`src/rtl/alu8_pkg.sv`:
```
package alu8_pkg;

  localparam int unsigned DW = 8;
  localparam int unsigned NW = DW / 2;
  localparam int unsigned OPW = 4;

  typedef enum logic [OPW-1:0] {
    OP_ADD  = 4'd0,
    OP_ADC  = 4'd1,
    OP_SUB  = 4'd2,
    OP_CMP  = 4'd3,
    OP_NEG  = 4'd4,
    OP_INC  = 4'd5,
    OP_DEC  = 4'd6,
    OP_CLR  = 4'd7,
    OP_AND  = 4'd8,
    OP_OR   = 4'd9,
    OP_XOR  = 4'd10,
    OP_COM  = 4'd11,
    OP_BIT  = 4'd12,
    OP_ROL  = 4'd13,
    OP_ROR  = 4'd14,
    OP_PASS = 4'd15
  } alu_op_e;

  typedef struct packed {
    logic [DW-1:0] res;
    logic          c;
    logic          v;
    logic          h;
  } part_t;

  // Full add with incoming carry; carry out of the top and of the low nibble.
  function automatic part_t f_add(input logic [DW-1:0] a, input logic [DW-1:0] b,
                                  input logic ci);
    part_t         p;
    logic [DW:0]   s;
    logic [NW:0]   lo;
    s  = {1'b0, a} + {1'b0, b} + {{DW{1'b0}}, ci};
    lo = {1'b0, a[NW-1:0]} + {1'b0, b[NW-1:0]} + {{NW{1'b0}}, ci};
    p.res = s[DW-1:0];
    p.c   = s[DW];
    p.h   = lo[NW];
    p.v   = (a[DW-1] == b[DW-1]) && (s[DW-1] != a[DW-1]);
    return p;
  endfunction

  // Subtract a-b; carry reports a borrow.
  function automatic part_t f_sub(input logic [DW-1:0] a, input logic [DW-1:0] b);
    part_t       p;
    logic [DW:0] d;
    d = {1'b0, a} - {1'b0, b};
    p.res = d[DW-1:0];
    p.c   = d[DW];
    p.h   = 1'b0;
    p.v   = (a[DW-1] ^ b[DW-1]) & (a[DW-1] ^ d[DW-1]);
    return p;
  endfunction

endpackage

```
`src/rtl/alu8_arith.sv`:
```
module alu8_arith
  import alu8_pkg::*;
(
  input  alu_op_e       op,
  input  logic [DW-1:0] a,
  input  logic [DW-1:0] b,
  input  logic          cin,
  output part_t         part,
  output logic          arith_sel,
  output logic          half_gen
);

  localparam logic [DW-1:0] ONE  = {{(DW-1){1'b0}}, 1'b1};
  localparam logic [DW-1:0] ZERO = '0;

  part_t tmp;

  always_comb begin
    tmp  = '0;
    part = '0;
    unique case (op)
      OP_ADD: part = f_add(a, b, 1'b0);
      OP_ADC: part = f_add(a, b, cin);
      OP_SUB,
      OP_CMP: part = f_sub(a, b);
      OP_NEG: part = f_sub(ZERO, a);
      OP_INC: begin
        tmp  = f_add(a, ONE, 1'b0);
        part = '{res: tmp.res, c: cin, v: tmp.v, h: 1'b0};
      end
      OP_DEC: begin
        tmp  = f_sub(a, ONE);
        part = '{res: tmp.res, c: cin, v: tmp.v, h: 1'b0};
      end
      default: part = '0;
    endcase
  end

  assign arith_sel = (op inside {OP_ADD, OP_ADC, OP_SUB, OP_CMP, OP_NEG, OP_INC, OP_DEC});
  assign half_gen  = (op inside {OP_ADD, OP_ADC});

endmodule

```
`src/rtl/alu8_logic.sv`:
```
module alu8_logic
  import alu8_pkg::*;
(
  input  alu_op_e       op,
  input  logic [DW-1:0] a,
  input  logic [DW-1:0] b,
  input  logic          cin,
  output part_t         part
);

  logic [DW-1:0] rol_v;
  logic [DW-1:0] ror_v;

  assign rol_v = {a[DW-2:0], cin};
  assign ror_v = {cin, a[DW-1:1]};

  always_comb begin
    part = '{res: '0, c: cin, v: 1'b0, h: 1'b0};
    unique case (op)
      OP_CLR:  part = '{res: '0, c: 1'b0, v: 1'b0, h: 1'b0};
      OP_AND,
      OP_BIT:  part.res = a & b;
      OP_OR:   part.res = a | b;
      OP_XOR:  part.res = a ^ b;
      OP_COM:  part = '{res: ~a, c: 1'b1, v: 1'b0, h: 1'b0};
      OP_ROL:  part = '{res: rol_v, c: a[DW-1], v: rol_v[DW-1] ^ a[DW-1], h: 1'b0};
      OP_ROR:  part = '{res: ror_v, c: a[0], v: ror_v[DW-1] ^ a[0], h: 1'b0};
      OP_PASS: part.res = a;
      default: part = '{res: '0, c: cin, v: 1'b0, h: 1'b0};
    endcase
  end

endmodule

```
`src/rtl/alu8_flags.sv`:
```
module alu8_flags
  import alu8_pkg::*;
(
  input  alu_op_e       op,
  input  part_t         arith_part,
  input  part_t         logic_part,
  input  logic          arith_sel,
  input  logic          half_gen,
  input  logic          half_in,
  output logic [DW-1:0] res,
  output logic          wr,
  output logic          h,
  output logic          n,
  output logic          z,
  output logic          v,
  output logic          c
);

  part_t sel;

  assign sel = arith_sel ? arith_part : logic_part;
  assign res = sel.res;
  assign n   = sel.res[DW-1];
  assign z   = ~|sel.res;
  assign v   = sel.v;
  assign c   = sel.c;
  assign h   = half_gen ? arith_part.h : half_in;
  assign wr  = !(op inside {OP_CMP, OP_BIT});

endmodule

```
`src/rtl/alu8_core.sv`:
```
module alu8_core
  import alu8_pkg::*;
(
  input  logic [3:0] op_sel,
  input  logic [7:0] opnd_a,
  input  logic [7:0] opnd_b,
  input  logic       carry_in,
  input  logic       half_in,
  output logic [7:0] result,
  output logic       wr_en,
  output logic       flag_h,
  output logic       flag_n,
  output logic       flag_z,
  output logic       flag_v,
  output logic       flag_c
);

  alu_op_e op;
  part_t   arith_part;
  part_t   logic_part;
  logic    arith_sel;
  logic    half_gen;

  assign op = alu_op_e'(op_sel);

  alu8_arith u_arith (
    .op       (op),
    .a        (opnd_a),
    .b        (opnd_b),
    .cin      (carry_in),
    .part     (arith_part),
    .arith_sel(arith_sel),
    .half_gen (half_gen)
  );

  alu8_logic u_logic (
    .op  (op),
    .a   (opnd_a),
    .b   (opnd_b),
    .cin (carry_in),
    .part(logic_part)
  );

  alu8_flags u_flags (
    .op        (op),
    .arith_part(arith_part),
    .logic_part(logic_part),
    .arith_sel (arith_sel),
    .half_gen  (half_gen),
    .half_in   (half_in),
    .res       (result),
    .wr        (wr_en),
    .h         (flag_h),
    .n         (flag_n),
    .z         (flag_z),
    .v         (flag_v),
    .c         (flag_c)
  );

endmodule

```
`config.mk`:
```
export PLATFORM = sky130hd
export DESIGN_NAME = alu8_core
export DESIGN_NICKNAME = d
export VERILOG_FILES = /design/src/rtl/alu8_pkg.sv /design/src/rtl/alu8_arith.sv /design/src/rtl/alu8_logic.sv /design/src/rtl/alu8_flags.sv /design/src/rtl/alu8_core.sv
export SDC_FILE = /design/constraint.sdc
export NUM_CORES = 1
export LEC_CHECK = 0
export BUFFER_PORTS_ARGS = -buffer_cell sky130_fd_sc_hd__buf_2
export CAP_MARGIN = 20
export CORE_UTILIZATION = 40
export DETAILED_ROUTE_END_ITERATION = 16
export GPL_TIMING_DRIVEN = 0
export SLEW_MARGIN = 20
export SYNTH_ARGS = -nofsm -noshare
export SYNTH_HDL_FRONTEND = slang
export SYNTH_SLANG_ARGS = --single-unit
```
`constraint.sdc`:
```
create_clock -name vclk -period 4.6
set_input_delay 0.46 -clock vclk [all_inputs]
set_output_delay 0.46 -clock vclk [all_outputs]
set_load 0.01 [all_outputs]
```
# Word level (Yosys, flattened, before mapping)
# Cells that the tools add are included.
# op_classes
eq_ne	19
bitwise	13
n_mux	5
reduce_logical	12
add_sub_neg	8
# ops
operator	count
one-hot mux 11 bit (6 select lines)	1
one-hot mux 8 bit (7 select lines)	1
== test 4 bit (second input constant)	8
== test 4 x 3 -> 1 bit (second input constant)	4
one-hot mux 3 bit (4 select lines)	1
2-to-1 mux 11 bit	1
adder 8 x 8 -> 9 bit	1
adder 9 x 1 -> 9 bit	1
subtractor 1 x 8 -> 9 bit (first input constant)	1
subtractor 8 x 8 -> 9 bit	1
adder 8 x 1 -> 8 bit (second input constant)	1
bitwise AND 8 bit	1
== test 4 x 2 -> 1 bit (second input constant)	2
inverter 8 bit	1
bitwise OR 8 bit	1
OR reduction 8 bit	1
subtractor 8 x 1 -> 8 bit (second input constant)	1
bitwise XOR 8 bit	1
nonzero test 7 bit	1
adder 4 x 4 -> 5 bit	1
adder 5 x 1 -> 5 bit	1
bitwise XOR 1 bit	5
== test 4 x 1 -> 1 bit (second input constant)	1
logical NOT 4 bit	1
9 further kinds	18
# word_totals
output_inout_bits	14
reg_bits	0
input_bits	22
wordCells	57

# Depth between registers and ports, before layout
# Gate-level depths: netlist of run 1.
# logic_depth
word_depth	8
depth_mapped	12
mapped_depth_nobuf	11

# Hierarchy
# Synthesis of run 1 repeated with hierarchy kept, for this count alone.
# hier_totals
cells_unflattened	399
hier_area_um2	2905.3
# modules_own_cells
module	seq_area_each_um2	instances	cells_each	area_per_inst_um2
alu8_arith	0.0	1	249	1783.0
alu8_logic	0.0	1	125	897.1
alu8_flags	0.0	1	25	225.2

# Least setup slack after synthesis of run 1
# OpenSTA, ideal clock, no wires.
# synth_path
kind	input to output
from	input port opnd_a[0]
to	output port flag_z
slack_ps	926
required_ps	4140
t_arrival_ps	3214
path_buffers	1
cell_stages	12
cell_sequence	clkbuf_1 > inv_1 > ha_1 > ha_1 > ha_1 > and3b_1 > o31ai_1 > xor2_1 > nor3_1 > a211o_1 > or4b_1 > nor4_2
# synth_between
elab_chain_cells	6
elab_cells_between_ends	15
cone_classes	add/sub (6); mux (3); bitwise (4); reduce/logical (2)
# synth_rtl
item	line_no	rtl
start, declared	alu8_core.sv:5	input logic [7:0] opnd_a,
adder 8 x 8 -> 9 bit	alu8_pkg.sv:39	s = {1'b0, a} + {1'b0, b} + {{DW{1'b0}}, ci};
adder 9 x 1 -> 9 bit	alu8_pkg.sv:39	
one-hot mux 11 bit (6 select lines) (*)	alu8_arith.sv:21	unique case (op)
2-to-1 mux 11 bit (*)	alu8_flags.sv:21	assign sel = arith_sel ? arith_part : logic_part;
via result[2]	alu8_core.sv:9	output logic [7:0] result,
OR reduction 8 bit (*)	alu8_flags.sv:24	assign z = ~|sel.res;
logical NOT 1 bit (*)	alu8_flags.sv:24	
end, declared	alu8_core.sv:13	output logic flag_z,
# The timed path passes the listed nets; every way through them passes the cells marked *.

# Final worst setup path of run 1
# layout_path
from	input port opnd_a[2]
to	output port flag_z
# layout_between
elab_chain_cells	6
elab_cells_between_ends	15
cone_classes	add/sub (6); mux (3); bitwise (4); reduce/logical (2)
# layout_rtl
item	line_no
adder 8 x 8 -> 9 bit	alu8_pkg.sv:39
adder 9 x 1 -> 9 bit	alu8_pkg.sv:39
one-hot mux 11 bit (6 select lines)	alu8_arith.sv:21
2-to-1 mux 11 bit (*)	alu8_flags.sv:21
OR reduction 8 bit (*)	alu8_flags.sv:24
logical NOT 1 bit (*)	alu8_flags.sv:24
# Mark *: on every way between the ends. The rest lies on a longest branch, timed or not.

==> results of run 1 <==
[worst paths after layout]
| check | from | end |
|---|---|---|
| worst max-delay path | opnd_a[2] | flag_z |
| worst min-delay path | half_in | flag_h |
[kinds of logic (layout without fill, tap and decap cells)]
group	count (synthesis)	in the layout	share of synthesized area, %
compound gates	126	126	34.78
xor+xnor	36	36	12.28
fa+ha+maj	32	32	16.17
buf+inv	60	94	9.790
mux	5	5	2.046
simple gates	123	123	24.94
[routing by layer]
metal,GRT usage [%],vias to the layer above
met4,7.193,0
met3,0.4396,28
li1,-,1464
met5,0,-
met1,40.78,1440
met2,43.88,179
[power by group]
group / total, mW / internal [mW] / switching, mW
Clock: 0 / 0 / 0
Sequential: 0 / 0 / 0
Combinational: 0.355 / 0.138 / 0.217
Total: 0.355 / 0.138 / 0.217
[layout by cell type (no fill, tap or decap), types with 3 or more instances in the layout]
master / synthesis / layout
clkbuf_1: 16 / 16
nand4_1: 3 / 3
nand2b_1: 8 / 8
nor2_1: 33 / 33
buf_2: 11 / 45
o311ai_0: 3 / 3
xnor2_1: 21 / 21
o21ai_0: 19 / 19
nor3_1: 15 / 14
buf_1: 3 / 3
inv_1: 26 / 26
nor2b_1: 8 / 8
ha_1: 30 / 30
and3_1: 5 / 5
a211o_1: 6 / 6
nand3_1: 17 / 17
a221oi_1: 5 / 5
xor2_1: 15 / 15
nand2_1: 15 / 15
a211oi_1: 5 / 5
a21o_1: 6 / 6
o22ai_1: 3 / 3
o221ai_1: 5 / 5
a22oi_1: 3 / 3
o211ai_1: 10 / 10
a21oi_1: 29 / 29
mux2i_1: 3 / 3
a31oi_1: 4 / 4
[through the flow]
stage | std cells | utilization [%] | setup WS [ns]
after detailed placement | 491 | 46.74 | 0.2296
after global routing | 491 | 46.82 | 0.09551
final | 491 | 46.82 | 0.2667
after CTS | 491 | 46.74 | 0.2163
after global placement | 491 | 46.74 | 0.2203
after floorplan | 382 | - | 0.9263
[critical path, cell delays in order]
cell,delay (ns)
buf_2,0.15
clkbuf_1,0.44
inv_1,0.11
ha_1,0.32
buf_6,0.15
a211oi_4,0.38
nor2_2,0.12
o21ba_1,0.18
o31a_1,0.30
a211o_1,0.31
or4b_1,0.62
nor4_2,0.15
buf_2,0.16
[cell type report]
class / count / area (um2) / share of cell area (%)
repair buffers: 34 / 170.2 / 5.996
multi-input cells: 322 / 2322 / 81.83
inverters: 27 / 101.3 / 3.571
well taps: 75 / 93.84 / 3.307
plain buffers: 33 / 150.1 / 5.291
==> flow_summary.json, run 1 <==
{
  "power.leakage_nw": 1.243,
  "io_pins": 36,
  "seq_area_frac_synth_pct": 0,
  "start_util_pct": 42.38,
  "postRouteAntennaNets": 0,
  "grt_pass1_vias": 2767,
  "final_cell_area_um2": 2838,
  "area_delta_synth_final_pct": 10.47,
  "fin_total_pwr_mw": 0.3548,
  "cts_resized": 0,
  "drt_iter0_markers": 302,
  "synth.most_common_cell": "nor2_1",
  "wl_per_cell_um": 18.46,
  "regArea_um2": 0,
  "nClkBuffers": 0,
  "synth_common_cells": "33 x nor2_1, 30 x ha_1, 29 x a21oi_1",
  "drc": 0,
  "finalWirelength_um": 9064,
  "setup_violations": 0,
  "wl_met3_um": 667,
  "place.gp.congestion": 0.9288,
  "status": "finished clean",
  "num_vias": 3111,
  "synth-warning-count": 0,
  "top_layer": "met4",
  "nets": 472,
  "via_per_inst": 6.336,
  "die_w_um": 82.14,
  "whs_ns": 1.233,
  "cp_max_fo": 10,
  "synth_area_um2": 2569,
  "critical_path_arrival_ns": 3.87,
  "min_path_type": "in2out",
  "wl_met1_um": 4111,
  "end_kind": "primary output",
  "yosysTopAreaCellShare_pct": 14.61,
  "antenna_found_initial": 0,
  "seq_cells": 0,
  "avgSynthCellArea_um2": 6.724,
  "post_cts_buffers": 0,
  "synthTopCellsByArea": "ha_1 15%, xnor2_1 7.2%, a21oi_1 5.7%",
  "max-slew-margin-rel_pct": 57.76,
  "fillCellCount": 690,
  "cp.required_ns": 4.14,
  "maxSlewViolCount": 0,
  "grt_first_pass_wirelength_um": 14260,
  "syn_nets": 436,
  "grt_max_degree": 14,
  "drt_pass1_iterations": 5,
  "n_antenna_cell": 0,
  "rsz0062_at_grt": "false",
  "dp_hpwl_um": 7033,
  "grt_overflow_total": 0,
  "drive_gt1_share_pct": 14.18,
  "port_buffers": 34,
  "max_slew.worst_pin.slew_ns": 0.6313,
  "drv_cap": 0,
  "fmax_mhz": 230.8,
  "min_period_ns": 4.333,
  "die_area_um2": 6746,
  "core_um2": 6061,
  "setup_tns_ns": 0,
  "wl_met2_um": 4015,
  "die_height_um": 82.14,
  "final-hold-violation-count": 0,
  "holdPathStages": 3,
  "yosys.area.top_type": "ha_1",
  "crit_type": "in2out",
  "period_share_pct": 94.20,
  "hold_buffers": 0,
  "p_per_area_nw_per_um2": 125.0,
  "num_rows": 28,
  "vdd_ir_drop_max_mv": 0.05101,
  "synth_cell_types": 69,
  "netlist_instances": 382,
  "place_area_um2": 2833,
  "gr-usage-all-layers_pct": 27.66,
  "start_kind": "primary input"
}
(Power assumes the default switching activity.)
==> run 2, diff against run 1 <==
--- a/config.mk
+++ b/config.mk
@@ -10,7 +10,9 @@
 export CORE_UTILIZATION = 40
 export DETAILED_ROUTE_END_ITERATION = 16
 export GPL_TIMING_DRIVEN = 0
+export PLACE_DENSITY_LB_ADDON = 0.15
 export SLEW_MARGIN = 20
 export SYNTH_ARGS = -nofsm -noshare
 export SYNTH_HDL_FRONTEND = slang
 export SYNTH_SLANG_ARGS = --single-unit
+export TNS_END_PERCENT = 1
==> run 2 against run 1 <==
Against the previous run:
- global-route usage rose by 0.33 points
- combinational power barely moved
- flip-flop and latch count stayed put
- cell count is the same
- maximum frequency is 0.50% lower
- non-clock buffer count unchanged
- cell area stayed put
==> flow_summary.json, run 2 (synthesis gave the netlist of run 1 again) <==
{
  "final_common_cell": "buf_2",
  "wl_per_cell_um": 18.63,
  "crit_slowest_cell": "or4b_1",
  "period_share_pct": 94.68,
  "gr-usage-all-layers_pct": 27.99,
  "status": "finished clean",
  "cp-endpoint": "flag_z",
  "fin_total_pwr_mw": 0.3558,
  "grt_first_pass_wirelength_um": 14530,
  "wl_met2_um": 4070,
  "vdd_ir_drop_max_mv": 0.05451,
  "grt_overflow_total": 0,
  "cp.required_ns": 4.14,
  "nets": 472,
  "cp.depth": 13,
  "start_util_pct": 42.38,
  "final_cells": 491,
  "seq_cells": 0,
  "p_per_area_nw_per_um2": 125.4,
  "place.gp.congestion": 0.8964,
  "fmax_mhz": 229.6,
  "final_cell_mix": "45 x buf_2, 33 x nor2_1, 30 x ha_1",
  "drt_iter0_markers": 448,
  "post_cts_buffers": 0,
  "grt_pass1_vias": 2746,
  "cts_resized": 0,
  "placedCellCount": 491,
  "max_slew.worst_pin.slew_ns": 0.6168,
  "die_w_um": 82.14,
  "area_delta_synth_final_pct": 10.47,
  "num_rows": 28,
  "core_um2": 6061,
  "top_layer": "met4",
  "drt_pass1_iterations": 5,
  "rsz0062_at_grt": "false",
  "drive_gt1_share_pct": 14.18,
  "n_antenna_cell": 0,
  "final-hold-violation-count": 0,
  "postRouteAntennaNets": 0,
  "antenna_found_initial": 0,
  "wl_met3_um": 718,
  "maxSlewViolCount": 0,
  "crit_type": "in2out",
  "min_period_ns": 4.355,
  "wl_met1_um": 4145,
  "dp_hpwl_um": 7036,
  "io_pins": 36,
  "drv_cap": 0,
  "nClkBuffers": 0,
  "final_core_util_pct": 46.82,
  "start_kind": "primary input",
  "critPathLaunch": "opnd_a[2]",
  "die_area_um2": 6746,
  "finalWirelength_um": 9146,
  "min_path_type": "in2out",
  "die_height_um": 82.14,
  "cp_max_fo": 10,
  "max_stage_delay_ns": 0.63,
  "num_vias": 3163,
  "crit_top_cell": "buf_2",
  "setup_tns_ns": 0,
  "end_kind": "primary output",
  "critical_path_arrival_ns": 3.90,
  "critPathTopFamily": "compound AO/OA/AOI/OAI gates",
  "path_cells": "buf_2 > clkbuf_1 > inv_1 > ha_1 > buf_6 > a211oi_4 > nor2_2 > o21ba_1 > o31a_1 > a211o_1 > or4b_1 > nor4_2 > buf_2",
  "grt_max_degree": 14,
  "hold_buffers": 0,
  "via_per_inst": 6.442,
  "setup_violations": 0,
  "max-slew-margin-rel_pct": 58.73,
  "crit_buf_inv": 5,
  "regArea_um2": 0,
  "port_buffers": 34,
  "drc": 0,
  "power.leakage_nw": 1.243
}
-- run 2: cell counts in the layout (fill, tap and decap cells not counted) --
No cell type changed its count.
-- run 2: worst min path at each step --
| stage | end | depth (start not counted) | from | slack [ns] |
|---|---|---|---|---|
| 6_report | flag_h | 3 | half_in | 1.23 |
| 5_1_grt | flag_h | 3 | half_in | 1.26 |
| 4_1_cts | flag_h | 3 | half_in | 1.23 |
| 3_5_place_dp | flag_h | 3 | half_in | 1.23 |
| 3_3_place_gp | flag_h | 3 | half_in | 1.23 |
| 2_1_floorplan | flag_h | 1 | half_in | 1.07 |
-- run 2: area by class of cell --
class / instances / area [um2]
fillers: 650 / 3223
multi-input cells: 322 / 2322
repair buffers: 34 / 170.2
plain buffers: 33 / 150.1
inverters: 27 / 101.3
well taps: 75 / 93.84
-- run 2: metal layers --
layer	vias to the layer above	global-route usage, %
li1	1472	-
met1	1477	41.22
met2	186	44.96
met3	28	1.319
met4	0	4.737
met5	-	0
-- run 2: power by group --
group          internal, mW  total [mW]  switching [mW]
Sequential                0           0               0
Clock                     0           0               0
Combinational         0.138       0.356           0.218
-- run 2: stage by stage --
stage / hold WS [ns] / worst slack [ns] / area, um2
after floorplan: 1.071 / 0.9263 / 2569
after global placement: 1.231 / 0.2419 / 2833
after detailed placement: 1.234 / 0.2157 / 2833
after CTS: 1.233 / 0.2094 / 2833
after global routing: 1.260 / 0.1226 / 2838
final: 1.231 / 0.2449 / 2838
-- run 2: worst min-delay path, delay by kind of cell --
family	cells	cell delay, ns
buffers and inverters	2	0.19
muxes	1	0.12
